### src/rtl/fwh_pkg.sv
package fwh_pkg;

  // Access kind codes seen on acc_kind
  typedef enum logic [1:0] {
    KIND_READ  = 2'b00,
    KIND_WRITE = 2'b01,
    KIND_FETCH = 2'b10,
    KIND_RSVD  = 2'b11
  } acc_kind_e;

  // Page shift for each bank mode
  localparam int unsigned SHIFT_ONE_BANK = 12;
  localparam int unsigned SHIFT_TWO_BANK = 11;

  // Verdict carried through the response stage
  typedef struct packed {
    logic valid;
    logic allow;
  } verdict_t;

endpackage

### src/rtl/fwh_pager.sv
module fwh_pager #(
  parameter int ADDR_W = 19,
  parameter int PG_W   = 8
) (
  input  logic [ADDR_W-1:0] addr,
  input  logic              bank_dual,
  output logic [PG_W-1:0]   page
);
  import fwh_pkg::*;

  localparam int SPAN_W = ADDR_W - SHIFT_TWO_BANK;

  // Page index arithmetic kept in one function
  function automatic logic [PG_W-1:0] page_of(input logic [ADDR_W-1:0] a,
                                               input logic dual);
    logic [ADDR_W-1:0] sh;
    sh = dual ? (a >> SHIFT_TWO_BANK) : (a >> SHIFT_ONE_BANK);
    return PG_W'(sh[SPAN_W-1:0]);
  endfunction

  assign page = page_of(addr, bank_dual);

endmodule

### src/rtl/fwh_area.sv
module fwh_area #(
  parameter int PG_W = 8
) (
  input  logic            clk,
  input  logic            rst_n,
  input  logic [PG_W-1:0] page,
  input  logic [PG_W-1:0] wm_start,
  input  logic [PG_W-1:0] wm_end,
  input  logic [PG_W-1:0] hide_end,
  input  logic            hide_en,
  input  logic            lock_set,
  output logic            wm_hit,
  output logic            hide_hit,
  output logic            hide_armed,
  output logic            lock_q
);

  // Inclusive span test; an inverted span holds nothing
  function automatic logic in_span(input logic [PG_W-1:0] p,
                                   input logic [PG_W-1:0] lo,
                                   input logic [PG_W-1:0] hi);
    return (lo <= hi) && (p >= lo) && (p <= hi);
  endfunction

  // Hide span is well formed only when nested inside the area
  function automatic logic hide_ok(input logic en,
                                   input logic [PG_W-1:0] lo,
                                   input logic [PG_W-1:0] hmark,
                                   input logic [PG_W-1:0] hi);
    return en && (lo <= hmark) && (hmark <= hi);
  endfunction

  logic hide_shape_ok;

  // Sticky disable bit, cleared only by reset
  always_ff @(posedge clk or negedge rst_n) begin
    if (!rst_n) begin
      lock_q <= 1'b0;
    end else if (lock_set) begin
      lock_q <= 1'b1;
    end
  end

  always_comb begin
    hide_shape_ok = hide_ok(hide_en, wm_start, hide_end, wm_end);
    hide_armed    = hide_shape_ok && lock_q;
    wm_hit        = in_span(page, wm_start, wm_end);
    hide_hit      = hide_armed && in_span(page, wm_start, hide_end);
  end

endmodule

### src/rtl/fwh_resolve.sv
module fwh_resolve #(
  parameter int NUM_AREAS = 2
) (
  input  logic                 clk,
  input  logic                 rst_n,
  input  logic                 sec_en,
  input  logic                 acc_valid,
  input  logic                 acc_secure,
  input  logic [1:0]           acc_kind,
  input  logic [NUM_AREAS-1:0] wm_hits,
  input  logic [NUM_AREAS-1:0] hide_hits,
  output logic                 deny_now,
  output logic                 rsp_valid,
  output logic                 rsp_allow,
  output logic                 illegal_evt
);
  import fwh_pkg::*;

  verdict_t nxt, cur;

  function automatic logic must_deny(input logic en,
                                     input logic secure,
                                     input logic [1:0] kind,
                                     input logic any_wm,
                                     input logic any_hide);
    if (!en) return 1'b0;
    if (acc_kind_e'(kind) == KIND_RSVD) return 1'b1;
    if (any_hide) return 1'b1;
    return !secure && any_wm;
  endfunction

  always_comb begin
    deny_now  = must_deny(sec_en, acc_secure, acc_kind, |wm_hits, |hide_hits);
    nxt.valid = acc_valid;
    nxt.allow = acc_valid && !deny_now;
  end

  always_ff @(posedge clk or negedge rst_n) begin
    if (!rst_n) begin
      cur         <= '0;
      illegal_evt <= 1'b0;
    end else begin
      cur         <= nxt;
      illegal_evt <= acc_valid && deny_now;
    end
  end

  assign rsp_valid = cur.valid;
  assign rsp_allow = cur.allow;

endmodule

### src/rtl/flash_wm_gate.sv
module flash_wm_gate #(
  parameter int ADDR_W    = 19,
  parameter int PG_W      = 8,
  parameter int NUM_AREAS = 2
) (
  input  logic                      clk,
  input  logic                      rst_n,
  input  logic                      sec_en,
  input  logic                      bank_dual,
  input  logic [NUM_AREAS*PG_W-1:0] cfg_wm_start,
  input  logic [NUM_AREAS*PG_W-1:0] cfg_wm_end,
  input  logic [NUM_AREAS*PG_W-1:0] cfg_hide_end,
  input  logic [NUM_AREAS-1:0]      cfg_hide_en,
  input  logic [NUM_AREAS-1:0]      hide_lock_set,
  input  logic                      acc_valid,
  input  logic [ADDR_W-1:0]         acc_addr,
  input  logic                      acc_secure,
  input  logic [1:0]                acc_kind,
  output logic                      rsp_valid,
  output logic                      rsp_allow,
  output logic                      illegal_evt
);

  logic [PG_W-1:0]      page;
  logic [NUM_AREAS-1:0] wm_hits;
  logic [NUM_AREAS-1:0] hide_hits;
  logic [NUM_AREAS-1:0] hide_armed;
  logic [NUM_AREAS-1:0] lock_q;
  logic                 deny_now;

  fwh_pager #(.ADDR_W(ADDR_W), .PG_W(PG_W)) u_pager (
    .addr      (acc_addr),
    .bank_dual (bank_dual),
    .page      (page)
  );

  for (genvar i = 0; i < NUM_AREAS; i++) begin : g_area
    fwh_area #(.PG_W(PG_W)) u_area (
      .clk        (clk),
      .rst_n      (rst_n),
      .page       (page),
      .wm_start   (cfg_wm_start[i*PG_W +: PG_W]),
      .wm_end     (cfg_wm_end[i*PG_W +: PG_W]),
      .hide_end   (cfg_hide_end[i*PG_W +: PG_W]),
      .hide_en    (cfg_hide_en[i]),
      .lock_set   (hide_lock_set[i]),
      .wm_hit     (wm_hits[i]),
      .hide_hit   (hide_hits[i]),
      .hide_armed (hide_armed[i]),
      .lock_q     (lock_q[i])
    );
  end

  fwh_resolve #(.NUM_AREAS(NUM_AREAS)) u_resolve (
    .clk         (clk),
    .rst_n       (rst_n),
    .sec_en      (sec_en),
    .acc_valid   (acc_valid),
    .acc_secure  (acc_secure),
    .acc_kind    (acc_kind),
    .wm_hits     (wm_hits),
    .hide_hits   (hide_hits),
    .deny_now    (deny_now),
    .rsp_valid   (rsp_valid),
    .rsp_allow   (rsp_allow),
    .illegal_evt (illegal_evt)
  );

endmodule

### config.mk
export PLATFORM = sky130hd
export DESIGN_NAME = flash_wm_gate
export DESIGN_NICKNAME = d
export VERILOG_FILES = /design/src/rtl/fwh_pkg.sv /design/src/rtl/fwh_pager.sv /design/src/rtl/fwh_area.sv /design/src/rtl/fwh_resolve.sv /design/src/rtl/flash_wm_gate.sv
export SDC_FILE = /design/constraint.sdc
export NUM_CORES = 1
export LEC_CHECK = 0
export BUFFER_PORTS_ARGS = -buffer_cell sky130_fd_sc_hd__buf_2
export CAP_MARGIN = 25
export CORE_ASPECT_RATIO = 1.2
export CORE_MARGIN = 1
export CORE_UTILIZATION = 57
export CTS_CLUSTER_DIAMETER = 120
export DETAILED_ROUTE_END_ITERATION = 6
export GPL_ROUTABILITY_DRIVEN = 1
export GPL_TIMING_DRIVEN = 0
export PLACE_DENSITY = 0.93
export SLEW_MARGIN = 20
export SYNTH_ARGS = -nofsm -noshare
export SYNTH_HDL_FRONTEND = slang
export SYNTH_HIERARCHICAL = 1
export SYNTH_SLANG_ARGS = --single-unit
export TNS_END_PERCENT = 10
### constraint.sdc
create_clock -name clk -period 2.3 [get_ports clk]
set_input_delay 0.23 -clock clk [delete_from_list [all_inputs] [get_ports clk]]
set_output_delay 0.23 -clock clk [all_outputs]
set_load 0.01 [all_outputs]
==> summary.txt <==
Clock tree
  • Post-CTS setup buffers: 0
  • Maximum clock path buffer count: 2
  • CTS Buf Count: 3
  • Worst-Skew Late Latency: 0.22 ns
  • CTS clk-pin slew, worst paths: 0.04 ns
  • Root Driver: clkbuf_8
  • CTS tree: yes
  • TritonCTS Sinks: 5
  • H-tree depth: 1

Cells and area
  • Commonest non-fill, non-tap cell in the layout: ha_1
  • Filler Cell Count: 379
  • Most frequent cells in the layout: 96 x ha_1, 69 x buf_2, 47 x inv_1, 41 x a21oi_1, 19 x nand4_1
  • Seq. cell area: 125 µm²
  • N_diodes: 0
  • Area occupied by multi-input gates: 2220 µm²
  • Area growth syn-to-layout: 19.5%
  • Final Cell Area: 3010 µm²
  • Layout cells sized above 1: 24.5%
  • Nets: 555

GRT
  • GRT overflow: 0
  • Initial antenna violation count: 0
  • Tot GR Track Use: 28.7%
  • Pin count of the biggest net entering global routing: 9
  • First-pass GRT wire length: 10800 µm
  • Vias in the first global route: 2633

Floorplan
  • Rows: 26
  • I/O pins: 82
  • Core area: 4260 µm²
  • Starting Density: 59.2%
  • Die Area: 4700 µm²
  • Die Span Y: 74.9 µm
  • Die W: 62.7 µm

Placement
  • Pre-CTS setup slack: -0.182 ns
  • Placed instance area: 2940 µm²
  • Number of port buffers: 69
  • Dpl hpwl: 5870 µm
  • Final GP Congestion: 0.874

Critical path
  • CP max stage delay: 0.39 ns
  • CP Class: input pin to flip-flop
  • RR Endpoint: u_resolve/rsp_allow
  • Max FO, Critical Path: 8
  • Req. time, crit path: 2.46 ns
  • R2r setup slk: 0.86 ns
  • Slowest cell on the critical path: or3b_1
  • Startpoint types: input pin
  • Setup crit end kind: flip-flop
  • Top delay family on crit path: compound AO/OA/AOI/OAI gates
  • Crit path DAT: 2.44 ns
  • Worst Reg-to-Reg Cells: 5
  • R2R Path Start: g_area[1].u_area/lock_q
  • Worst path bufs/invs: 2
  • Critical-path cell list: buf_8, mux2_4, inv_4, ha_1, or3b_1, o2111ai_2, a21oi_1, a211o_1, and3_4, a211oi_2, o221a_2

Drt
  • TritonRoute pass-1 iters: 4
  • DR vias: 2587
  • Wire per inst: 15.6 µm
  • Drt first-iter violations: 65
  • Drt drc: 0
  • Post-Route WL: 6800 µm
  • DR vias/cell: 5.95
  • Final ANT Viol Nets: 0

STA
  • Hold_ws: 0.148 ns
  • Worst Skew: 0.00226 ns
  • # setup viols final: 0
  • Slew HR: 71.9%
  • Final period util: 99.0%
  • Fin worst setup slack: 0.0241 ns
  • Worst Max-Slew Pin Slew: 0.420 ns
  • Period minus WS final: 2.28 ns
  • Pins over their slew limit: 0
  • Max Fclk: 439 MHz
  • Final hold vios: 0

Power and ir drop
  • Comb power frac: 68.6%
  • Register share of total power: 11.4%
  • Tot Pwr: 0.817 mW
  • P_sw: 0.351 mW
  • Switching Fraction: 43.0%
  • LEAKAGE: 1.70 nW
  • PwrDens: 271 nW/µm²
  • Clock share of power: 20.0%
  • Peak VDD IR: 0.000209 V
  • Int Power: 0.465 mW

Run
  • Max cap viols: 0

Outcome
  • Status: finished clean

Min path
  • Cell count of the worst hold path: 1
  • Worst hold path class: input pin to flip-flop
  • Hold Path Sink: u_resolve/rsp_valid
  • Hold path startpoint: acc_valid

Logic synthesis
  • Syn_area_per_cell: 8.27 µm²
  • Synthesized area: 2520 µm²
  • Yosys Warn Count: 6
  • Syn Nets: 480
  • Cells after Synth: 305
## final cells by class
class                   count  share of cell area (%)
repair buffers             70                    11.8
well taps                  56                    2.32
flip-flops and latches      5                    4.15
clock buffers               3                    1.37
multi-input cells         250                    73.5
plain buffers               1                   0.498
inverters                  49                    6.19
clock inverters             1                   0.166
## repair_timing
action	4_1_cts	5_1_grt
hold buffers	1	0
endpoints found under the setup margin	0	1
endpoints found under the hold margin	5	0
gates resized for setup	0	5
## worst max path at each step
stage,to,start,cells past startpoint
final,u_resolve/rsp_allow,bank_dual,11
after global routing,u_resolve/rsp_allow,bank_dual,10
after CTS,u_resolve/rsp_allow,bank_dual,11
after detailed placement,u_resolve/rsp_allow,bank_dual,11
after global placement,u_resolve/rsp_allow,bank_dual,10
after floorplan,u_resolve/rsp_allow,bank_dual,11
## metal layers
layer,track usage (%),up-vias,routed length (µm)
met5,0,-,0
met4,12.4,0,252
met3,2.88,26,225
met2,58.2,80,3570
met1,30.3,1188,2760
li1,-,1293,-
## sequential cells by signal, indices dropped and copies added, names as in the netlist
name                   count
g_area.u_area/lock_q       2
u_resolve/illegal_evt      1
u_resolve/rsp_allow        1
u_resolve/rsp_valid        1
## through the flow
stage / std cells / util, % / TNS [ns]
floorplan: 305 / - / 0
global placement: 430 / 69.0 / -0.261
detailed placement: 430 / 69.0 / -0.327
CTS: 435 / 70.3 / 0
global route: 435 / 70.7 / -0.0261
finish: 435 / 70.7 / 0
## power by group through the flow
| stage | clock [mW] | combinational, mW | sequential [mW] |
|---|---|---|---|
| final | 0.163 | 0.560 | 0.0931 |
| after floorplan | 0 | 0.352 | 0.0963 |
| after CTS | 0.167 | 0.544 | 0.0930 |
| after detailed placement | 0 | 0.541 | 0.0940 |
| after global routing | 0.173 | 0.634 | 0.0932 |
| after global placement | 0 | 0.501 | 0.0939 |
Note: power is estimated with default switching activity, not from simulation.
